<file path="config.mk">
export PLATFORM = sky130hd
export DESIGN_NAME = vid_regif
export DESIGN_NICKNAME = d
export VERILOG_FILES = /design/src/rtl/vid_regif_pkg.sv /design/src/rtl/vid_regif_scroll.sv /design/src/rtl/vid_regif_flags.sv /design/src/rtl/vid_regif_oam.sv /design/src/rtl/vid_regif.sv
export SDC_FILE = /design/constraint.sdc
export NUM_CORES = 2
export LEC_CHECK = 0
export BUFFER_PORTS_ARGS = -buffer_cell sky130_fd_sc_hd__clkbuf_2
export CELL_PAD_IN_SITES_DETAIL_PLACEMENT = 1
export CELL_PAD_IN_SITES_GLOBAL_PLACEMENT = 2
export CORE_ASPECT_RATIO = 1.75
export CORE_MARGIN = 4
export CORE_UTILIZATION = 46
export DETAILED_ROUTE_END_ITERATION = 6
export HOLD_SLACK_MARGIN = 0.02
export PLACE_DENSITY = 0.84
export SETUP_SLACK_MARGIN = 0.4
export SLEW_MARGIN = 20
export SYNTH_ARGS = -nofsm -noshare
export SYNTH_HDL_FRONTEND = slang
export SYNTH_SLANG_ARGS = --single-unit
</file>
<file path="constraint.sdc">
create_clock -name clk -period 8.3 [get_ports clk]
set_input_delay 0.415 -clock clk [delete_from_list [all_inputs] [get_ports clk]]
set_output_delay 0.415 -clock clk [all_outputs]
set_load 0.02 [all_outputs]
</file>
<file path="src/rtl/vid_regif_pkg.sv">
// Shared register index names and the pointer field layout.
package vid_regif_pkg;

    typedef enum logic [2:0] {
        RIX_CTRL = 3'd0,
        RIX_MASK = 3'd1,
        RIX_STAT = 3'd2,
        RIX_SPTR = 3'd3,
        RIX_SDAT = 3'd4,
        RIX_SCRL = 3'd5,
        RIX_VPTR = 3'd6,
        RIX_VDAT = 3'd7
    } reg_ix_e;

    // Pointer layout, MSB first: fine Y, nametable, coarse Y, coarse X.
    typedef struct packed {
        logic [2:0] fy;
        logic [1:0] nt;
        logic [4:0] cy;
        logic [4:0] cx;
    } vptr_t;

    localparam int PTR_W    = 15;
    localparam int VRAM_AW  = 14;
    localparam int STEP_ROW = 32;

endpackage

</file>
<file path="src/rtl/vid_regif_scroll.sv">
// Scroll and VRAM pointer state: temporary/current pointers, fine X and
// the shared first/second write toggle.
// Assumes at most one of the write/read pulses is high per cycle.
module vid_regif_scroll
    import vid_regif_pkg::*;
(
    input  logic             clk,
    input  logic             rst_n,
    input  logic             wr_ctrl,
    input  logic             wr_scrl,
    input  logic             wr_vptr,
    input  logic             rd_stat,
    input  logic             dat_acc,
    input  logic             step_row,
    input  logic [7:0]       wdata,
    output logic [PTR_W-1:0] tmp_o,
    output logic [PTR_W-1:0] cur_o,
    output logic [2:0]       fx_o,
    output logic             tog_o
);

    vptr_t            tmp_q;
    logic [PTR_W-1:0] cur_q;
    logic [2:0]       fx_q;
    logic             tog_q;
    logic [PTR_W-1:0] step;

    // Pointer advance amount selected by control bit 2.
    always_comb step = step_row ? PTR_W'(STEP_ROW) : PTR_W'(1);

    // Temporary pointer, fine X and toggle updates from the register writes.
    always_ff @(posedge clk) begin
        if (!rst_n) begin
            tmp_q <= '0;
            fx_q  <= '0;
            tog_q <= 1'b0;
        end else if (wr_ctrl) begin
            tmp_q.nt <= wdata[1:0];
        end else if (wr_scrl) begin
            if (!tog_q) begin
                tmp_q.cx <= wdata[7:3];
                fx_q     <= wdata[2:0];
            end else begin
                tmp_q.cy <= wdata[7:3];
                tmp_q.fy <= wdata[2:0];
            end
            tog_q <= ~tog_q;
        end else if (wr_vptr) begin
            if (!tog_q) begin
                tmp_q[14]   <= 1'b0;
                tmp_q[13:8] <= wdata[5:0];
            end else begin
                tmp_q[7:0] <= wdata;
            end
            tog_q <= ~tog_q;
        end else if (rd_stat) begin
            tog_q <= 1'b0;
        end
    end

    // Current pointer: loaded on the second pointer write, stepped on data access.
    always_ff @(posedge clk) begin
        if (!rst_n)
            cur_q <= '0;
        else if (wr_vptr && tog_q)
            cur_q <= {tmp_q[14:8], wdata};
        else if (dat_acc)
            cur_q <= cur_q + step;
    end

    assign tmp_o = tmp_q;
    assign cur_o = cur_q;
    assign fx_o  = fx_q;
    assign tog_o = tog_q;

endmodule

</file>
<file path="src/rtl/vid_regif_flags.sv">
// Status flags: blanking, sprite-zero hit and sprite overflow.
// Assumes line/dot come from a free-running raster counter; a raster set
// of the blanking flag wins over a status read in the same cycle.
module vid_regif_flags #(
    parameter int LINE_W   = 9,
    parameter int VBL_LINE = 241,
    parameter int PRE_LINE = 261,
    parameter int FLAG_DOT = 1
) (
    input  logic              clk,
    input  logic              rst_n,
    input  logic [LINE_W-1:0] line,
    input  logic [LINE_W-1:0] dot,
    input  logic              hit_in,
    input  logic              ovf_in,
    input  logic              rd_stat,
    output logic              vbl_o,
    output logic              hit_o,
    output logic              ovf_o
);

    localparam logic [LINE_W-1:0] VBL_L = LINE_W'(VBL_LINE);
    localparam logic [LINE_W-1:0] PRE_L = LINE_W'(PRE_LINE);
    localparam logic [LINE_W-1:0] FLG_D = LINE_W'(FLAG_DOT);

    logic at_vbl, at_pre;
    logic vbl_q, hit_q, ovf_q;

    // Raster position decode.
    always_comb begin
        at_vbl = (line == VBL_L) && (dot == FLG_D);
        at_pre = (line == PRE_L) && (dot == FLG_D);
    end

    // Flag set/clear sequencing.
    always_ff @(posedge clk) begin
        if (!rst_n) begin
            vbl_q <= 1'b0;
            hit_q <= 1'b0;
            ovf_q <= 1'b0;
        end else if (at_pre) begin
            vbl_q <= 1'b0;
            hit_q <= 1'b0;
            ovf_q <= 1'b0;
        end else begin
            if (at_vbl)       vbl_q <= 1'b1;
            else if (rd_stat) vbl_q <= 1'b0;
            if (hit_in)       hit_q <= 1'b1;
            if (ovf_in)       ovf_q <= 1'b1;
        end
    end

    assign vbl_o = vbl_q;
    assign hit_o = hit_q;
    assign ovf_o = ovf_q;

endmodule

</file>
<file path="src/rtl/vid_regif_oam.sv">
// Sprite attribute store with its auto-incrementing byte pointer.
// Assumes a pointer write and a data write never share a cycle.
module vid_regif_oam #(
    parameter int AW = 8
) (
    input  logic          clk,
    input  logic          rst_n,
    input  logic          ptr_wr,
    input  logic          dat_wr,
    input  logic [AW-1:0] wdata,
    output logic [7:0]    rdata,
    output logic [AW-1:0] ptr_o
);

    localparam int DEPTH = 1 << AW;

    logic [7:0]    mem [DEPTH];
    logic [AW-1:0] ptr_q;

    // Byte pointer: loaded by its register, stepped after each data write.
    always_ff @(posedge clk) begin
        if (!rst_n)
            ptr_q <= '0;
        else if (ptr_wr)
            ptr_q <= wdata;
        else if (dat_wr)
            ptr_q <= ptr_q + AW'(1);
    end

    // Storage array, cleared by reset.
    always_ff @(posedge clk) begin
        if (!rst_n) begin
            for (int i = 0; i < DEPTH; i++) mem[i] <= '0;
        end else if (dat_wr) begin
            mem[ptr_q] <= wdata[7:0];
        end
    end

    assign rdata = mem[ptr_q];
    assign ptr_o = ptr_q;

endmodule

</file>
<file path="src/rtl/vid_regif.sv">
// CPU register interface of the video engine: decodes the eight register
// indices, holds control/mask, the bus latch and the VRAM read buffer,
// and routes accesses to the scroll, flag and sprite-store submodules.
// Assumes VRAM returns vram_rdata combinationally in the vram_rd cycle.
module vid_regif
    import vid_regif_pkg::*;
#(
    parameter int LINE_W   = 9,
    parameter int VBL_LINE = 241,
    parameter int PRE_LINE = 261,
    parameter int FLAG_DOT = 1,
    parameter int OAM_AW   = 8
) (
    input  logic                clk,
    input  logic                rst_n,
    input  logic                cpu_sel,
    input  logic                cpu_wr,
    input  logic [2:0]          cpu_addr,
    input  logic [7:0]          cpu_wdata,
    output logic [7:0]          cpu_rdata,
    input  logic [LINE_W-1:0]   line,
    input  logic [LINE_W-1:0]   dot,
    input  logic                hit_strobe,
    input  logic                ovf_strobe,
    output logic                irq,
    output logic [7:0]          ctrl_bits,
    output logic [7:0]          mask_bits,
    output logic [PTR_W-1:0]    tmp_addr,
    output logic [PTR_W-1:0]    cur_addr,
    output logic [2:0]          fine_x,
    output logic [VRAM_AW-1:0]  vram_addr,
    output logic                vram_rd,
    output logic                vram_wr,
    output logic [7:0]          vram_wdata,
    input  logic [7:0]          vram_rdata
);

    localparam logic [5:0] PAL_PAGE = 6'h3F;

    reg_ix_e          ix;
    logic             wr_ctrl, wr_mask, wr_sptr, wr_sdat, wr_scrl, wr_vptr;
    logic             rd_stat, dat_acc, rd_vdat;
    logic [7:0]       ctrl_q, mask_q, bus_q, rbuf_q;
    logic             scr_w;
    logic             vbl_f, hit_f, ovf_f;
    logic [7:0]       oam_rd;
    logic [OAM_AW-1:0] oam_ptr;
    logic             pal_zone;

    // Register index decode into one-cycle access pulses.
    always_comb begin
        ix      = reg_ix_e'(cpu_addr);
        wr_ctrl = cpu_sel &&  cpu_wr && (ix == RIX_CTRL);
        wr_mask = cpu_sel &&  cpu_wr && (ix == RIX_MASK);
        wr_sptr = cpu_sel &&  cpu_wr && (ix == RIX_SPTR);
        wr_sdat = cpu_sel &&  cpu_wr && (ix == RIX_SDAT);
        wr_scrl = cpu_sel &&  cpu_wr && (ix == RIX_SCRL);
        wr_vptr = cpu_sel &&  cpu_wr && (ix == RIX_VPTR);
        rd_stat = cpu_sel && !cpu_wr && (ix == RIX_STAT);
        dat_acc = cpu_sel && (ix == RIX_VDAT);
        rd_vdat = dat_acc && !cpu_wr;
    end

    vid_regif_scroll u_scroll (
        .clk      (clk),
        .rst_n    (rst_n),
        .wr_ctrl  (wr_ctrl),
        .wr_scrl  (wr_scrl),
        .wr_vptr  (wr_vptr),
        .rd_stat  (rd_stat),
        .dat_acc  (dat_acc),
        .step_row (ctrl_q[2]),
        .wdata    (cpu_wdata),
        .tmp_o    (tmp_addr),
        .cur_o    (cur_addr),
        .fx_o     (fine_x),
        .tog_o    (scr_w)
    );

    vid_regif_flags #(
        .LINE_W   (LINE_W),
        .VBL_LINE (VBL_LINE),
        .PRE_LINE (PRE_LINE),
        .FLAG_DOT (FLAG_DOT)
    ) u_flags (
        .clk     (clk),
        .rst_n   (rst_n),
        .line    (line),
        .dot     (dot),
        .hit_in  (hit_strobe),
        .ovf_in  (ovf_strobe),
        .rd_stat (rd_stat),
        .vbl_o   (vbl_f),
        .hit_o   (hit_f),
        .ovf_o   (ovf_f)
    );

    vid_regif_oam #(
        .AW (OAM_AW)
    ) u_oam (
        .clk    (clk),
        .rst_n  (rst_n),
        .ptr_wr (wr_sptr),
        .dat_wr (wr_sdat),
        .wdata  (cpu_wdata[OAM_AW-1:0]),
        .rdata  (oam_rd),
        .ptr_o  (oam_ptr)
    );

    // Palette region detect on the current pointer.
    always_comb pal_zone = (cur_addr[13:8] == PAL_PAGE);

    // Read data mux for the access cycle.
    always_comb begin
        case (ix)
            RIX_STAT: cpu_rdata = {vbl_f, hit_f, ovf_f, bus_q[4:0]};
            RIX_SDAT: cpu_rdata = oam_rd;
            RIX_VDAT: cpu_rdata = pal_zone ? vram_rdata : rbuf_q;
            default:  cpu_rdata = bus_q;
        endcase
    end

    // Control and mask registers.
    always_ff @(posedge clk) begin
        if (!rst_n) begin
            ctrl_q <= '0;
            mask_q <= '0;
        end else begin
            if (wr_ctrl) ctrl_q <= cpu_wdata;
            if (wr_mask) mask_q <= cpu_wdata;
        end
    end

    // Bus latch tracks the last byte moved in either direction.
    always_ff @(posedge clk) begin
        if (!rst_n)
            bus_q <= '0;
        else if (cpu_sel)
            bus_q <= cpu_wr ? cpu_wdata : cpu_rdata;
    end

    // One-byte VRAM read buffer, refilled on every data-port read.
    always_ff @(posedge clk) begin
        if (!rst_n)
            rbuf_q <= '0;
        else if (rd_vdat)
            rbuf_q <= vram_rdata;
    end

    assign irq        = ctrl_q[7] & vbl_f;
    assign ctrl_bits  = ctrl_q;
    assign mask_bits  = mask_q;
    assign vram_addr  = cur_addr[VRAM_AW-1:0];
    assign vram_rd    = rd_vdat;
    assign vram_wr    = dat_acc && cpu_wr;
    assign vram_wdata = cpu_wdata;

endmodule

</file>
Word level (Yosys, flattened, before mapping)

Memory sizes are Yosys's and may differ from the RTL's. A register that Yosys moved wholly into a read port is not among the register bits.
Index checks and enable logic that the tools add are counted.

Bitwise gates (word level): 4
Add/subtract/negate cells: 2
Reduce and logical (&&, ||, !) cells: 32
Multiplexer cells: 31
Eq/ne operators: 17

Operators with widths:

| cell                                          | number |
|---|---|
| two-way mux 8 bit                             | 9 |
| two-way mux 15 bit                            | 3 |
| case mux 8 bit (3 select lines)               | 1 |
| adder 15 bit                                  | 1 |
| logical AND 1 bit                             | 15 |
| == test 3 bit, second input constant          | 4 |
| AND reduction 4 bit                           | 3 |
| nonzero test 2 bit                            | 6 |
| two-way mux 10 bit                            | 1 |
| two-way mux 5 bit                             | 2 |
| == test 9 x 1 -> 1 bit, second input constant | 1 |
| == test 9 x 8 -> 1 bit, second input constant | 1 |
| == test 9 bit, second input constant          | 1 |
| two-way mux 1 bit                             | 9 |
| adder 8 x 1 -> 8 bit, second input constant   | 1 |
| OR reduction 8 bit                            | 1 |
| two-way mux 7 bit                             | 1 |
| == test 3 x 2 -> 1 bit, second input constant | 2 |
| == test 6 bit, second input constant          | 1 |
| two-way mux 3 bit                             | 2 |
| two-way mux 6 bit                             | 1 |
| != test 2 x 1 -> 1 bit, second input constant | 3 |
| != test 2 bit, second input constant          | 3 |
| AND reduction 3 bit                           | 2 |
| 9 further kinds                               | 12 |

Output and inout bits: 82
Register bits after elaboration: 77
Input port bits: 43
RAM bits: 2,048
Memories kept: 1
Logic and storage cells: 103

Memories:

| memory    | words | width | read ports | clocked after memory_dff | write ports | RTL line            | source |
|---|---|---|---|---|---|---|---|
| u_oam.mem | 256   | 8     | 1          | 1                        | 256         | vid_regif_oam.sv:17 | `logic [7:0] mem [DEPTH];` |

Depth between registers and ports, before layout

Word-level depth: 7
Depth in mapped cells: 15
Gate-level depth less buffers: 11

Modules after synthesis

A second synthesis with hierarchy kept.

Cell total of the unflattened synthesis: 7,076
Area total of the unflattened synthesis: 99,719.4 µm²

By module, submodules not included:

| module           | seq. area each (µm²) | cells an instance | area each (µm²) | times used |
|---|---|---|---|---|
| vid_regif_oam    | 61,819.3             | 6,624             | 95,907.0        | 1 |
| vid_regif        | 640.6                | 238               | 1,869.3         | 1 |
| vid_regif_scroll | 680.7                | 196               | 1,785.5         | 1 |
| vid_regif_flags  | 60.1                 | 18                | 157.7           | 1 |

Least setup slack after synthesis

Ideal clock, no wire load.

Path kind: input to register
Start point: input cpu_addr[0]
End point: memory u_oam.mem[154][0] (enable)
Library setup time: 384 ps
Path slack: 4,953 ps
Stages on the path: 10
Arrival time: 2,963 ps
Buffers on the path: 4
Required time: 7,916 ps
Cells stage by stage: nand2b_1 -> nor2_1 -> nand3_1 -> nor2_1 -> buf_2 -> nand3_1 -> clkbuf_1 -> buf_2 -> buf_1 -> o21ai_0

RTL lines:

| what               | RTL line            | source |
|---|---|---|
| start: declaration | vid_regif.sv:18     | `input logic [2:0] cpu_addr,` |
| end: declaration   | vid_regif_oam.sv:17 |  |

==> flow_metrics.tcl <==
set metrics [dict create \
    drv_slew 0 \
    fin_crit_ps 6292 \
    clockPowerShare 0.406 \
    grt.total_usage 0.2999 \
    critPathKind "flip-flop to primary output" \
    synthesis.nets 7091 \
    num_rows 225 \
    nets 6961 \
    synth_edf_count 2048 \
    area_delta_synth_final_pct 9.985 \
    vias_per_cell 6.376 \
    leakagePower_nw 37.95 \
    fin_area_um2 109100 \
    seq_area_frac_synth 0.6369 \
    finalCritPeriodShare 0.7581 \
    r2r-end "bus_q[4]" \
    floorplan.initialDensity 0.4626 \
    async_flop_share 0 \
    setup_violations 0 \
    die_h_um 622.4 \
    hold_viol 0 \
    synthesis.area_um2 99230 \
    crit_end "cpu_rdata[0]" \
    post-synth-top-area-fraction 0.6197 \
    die_area_um2 223500 \
    placedInstanceArea_um2 102700 \
    vdd_ir_drop_max_mv 0.2054 \
    synth_warnings 0 \
    finalClockSkew_ps 53.13 \
    antenna_found_initial 15 \
    cts_buffers 198 \
    cp-start-kind "flip-flop" \
    cp.arrival_ps 5880 \
    power.internal_mw 17.52 \
    cts_root_buffer "clkbuf_16" \
    htreeDepth 4 \
    crit_chain "buf_4 -> buf_4 -> mux4_2 -> mux2i_1 -> a211oi_1 -> nor4_1 -> nor3_1 -> nand4_1 -> nand2_1 -> clkbuf_2" \
    ant_nets 0 \
    grt_max_degree 169 \
    clk_pin_slew_ps 70 \
    grt_pass1_wl_mm 487.8 \
    use_met1 0.3307 \
    synth_cells 7039 \
    port_buffers 124 \
    min_path_type "primary input to flip-flop" \
    final_cell_count_no_fill 9904 \
    pwr-share-seq 0.540 \
    gr-usage-met3 0.04822 \
    pwr_density_cell_nw_per_um2 207.9 \
    clockBufferDepth 4 \
    use_met2 0.5260 \
    critPathMaxStageDelay_ps 830 \
    fmax_ghz 0.1589 \
    multi_input_area_um2 32980 \
    final_cell_mix "2,048 x edfxtp_1, 1,280 x and2_1, 514 x mux4_2" \
    status "completed" \
    power_frac_comb 0.055 \
    maxCapViolations 0 \
    die_w_um 359.1 \
    dp_cells 9526 \
    synth_area_leaders "edfxtp_1 62%, mux4_2 12%, and2_1 8.1%" \
    register_area_um2 63220 \
    cts_sinks 2133 \
    worstSkewPairLatency_ps 870 \
    required_ps 7890 \
    fillers 20820 \
    globalRoute.totalOverflow 0 \
    dr_total_vias 63150 \
    grt_pass1_vias 66840 \
    ioPinCount 125 \
    r2r_cells 9 \
    synth_cell_types 75 \
    cp_common_cell "buf_4" \
    routedWlPerCell_um 34.39 \
    fin_util 0.5088 \
    final_common_cell "edfxtp_1" \
    wl_mm 340.6 \
    core_area_um2 214500 \
    synthFlopType "edfxtp_1" \
    busiest_layer "met2" \
    crit_slowest_cell "a211oi_1" \
    hpwl_mm 223.1 \
    setup_tns_ps 0 \
    drt_iter0_markers 6587 \
    yosys.area.top_type "edfxtp_1" \
    r2r_setup_slack_ps 3160 \
    p_sw_frac 0.2281 \
    drive_above_1_share 0.1805 \
    cts_tree "done" \
    power_switching_mw 5.175 \
    rsz0062_at_grt "false" \
    dr.pass1.iters 6 \
    cp_max_fo 46 \
    syn_area_per_cell_um2 14.10 \
    relSlewSlack 0.1351 \
    max_slew.worst_pin.slew_ps 1265 \
    drc_errors 0 \
    gp_congestion 1.005 \
    end_kind "primary output" \
    ys_ff_latch 2133 \
]
==> logic make-up (layout without fill, tap and decap cells) <==
group | count (synthesis) | in the layout | share of synthesized area
multiplexers | 658 | 658 | 0.1315
AND/OR/NAND/NOR | 2898 | 2898 | 0.1597
adder cells (fa/ha/maj) | 9 | 9 | 0.001135
buffers and inverters | 745 | 765 | 0.03417
other | 0 | 8 | 0
AO/OA/AOI/OAI | 590 | 590 | 0.03609
flip-flops | 2133 | 2133 | 0.6369
XOR/XNOR | 6 | 6 | 0.0005297
==> worst min-delay path by stage <==
stage	from	to	slack, ps	depth (start not counted)
after floorplan	u_flags.ovf_o	u_flags.ovf_o	440	2
after global placement	ctrl_bits[6]	ctrl_bits[6]	440	2
after detailed placement	ctrl_bits[5]	ctrl_bits[5]	460	2
after CTS	cpu_wdata[7]	ctrl_bits[7]	90	4
after global routing	cpu_wdata[7]	u_scroll.tmp_o[7]	120	4
final	cpu_wdata[7]	ctrl_bits[7]	110	4
==> power by group through the flow <==
stage               clock [mW]  combinational [mW]  sequential [mW]
floorplan                    0               0.701             12.4
global placement             0                1.19             12.5
detailed placement           0                1.22             12.5
CTS                       9.27                1.23             12.3
global route              9.70                1.28             12.3
finish                    9.21                1.24             12.3
==> repair_timing <==
action                                 CTS  global route
resized for setup                        0             0
hold buffers                            18             0
endpoints found under the hold margin   20             0
buffers inserted                         0             0
==> routing by layer <==
layer | vias up | wire, um
li1 | 26080 | -
met1 | 33070 | 112500
met2 | 3037 | 175000
met3 | 956 | 22830
met4 | 8 | 30170
met5 | - | 50
==> critical path, delay by kind of cell (launching register included) <==
family          cells  cell delay (ps)
compound gates      1              830
buf+inv             3             1390
simple gates        4             1720
mux                 2              530
flops               1              370
==> metrics by stage <==
stage | hold slack, ps | setup WS (ps) | power [mW]
global route | 122.5 | 2072 | 23.24
CTS | 85.68 | 1985 | 22.75
detailed placement | 459.0 | 2922 | 13.70
finish | 113.5 | 2008 | 22.69
floorplan | 438.3 | 4953 | 13.09
global placement | 442.5 | 2890 | 13.65
==> cells in the mapped netlist, types with 9 or more instances <==
library cell,n
a211oi_1,28
a21oi_1,84
a221oi_1,13
a22oi_1,31
a31oi_1,43
and2_1,1279
and3_1,297
buf_1,43
buf_2,58
buf_4,66
buf_6,27
clkbuf_1,532
dfxtp_1,85
edfxtp_1,2048
ha_1,9
mux2_2,21
mux2i_1,121
mux4_2,514
nand2_1,292
nand2b_1,27
nand3_1,63
nand4_1,15
nor2_1,367
nor2b_1,31
nor3_1,477
nor4_1,16
o211ai_1,10
o21ai_0,271
o221ai_1,12
o22ai_1,29
==> registers in the layout, summed over array words and instances (netlist names), named ones only <==
| register | flops |
|---|---|
| u_scroll.cur_o | 15 |
| u_scroll.fx_o | 3 |
| ctrl_bits | 8 |
| u_flags.hit_o | 1 |
| u_flags.vbl_o | 1 |
| u_scroll.tog_o | 1 |
| rbuf_q | 8 |
| u_oam.ptr_o | 8 |
| u_oam.mem | 2048 |
| mask_bits | 8 |
| u_flags.ovf_o | 1 |
| u_scroll.tmp_o | 15 |
| bus_q | 8 |
==> layout make-up <==
class,count,area share
clock inverters,108,0.009550
inverters,14,0.0006535
well taps,2837,0.03252
multi-input cells,4161,0.3022
diodes,8,0.0001834
clock buffers,242,0.04775
flip-flops and latches,2133,0.5793
repair buffers,401,0.02789
Note: power is estimated with default switching activity, not from simulation.
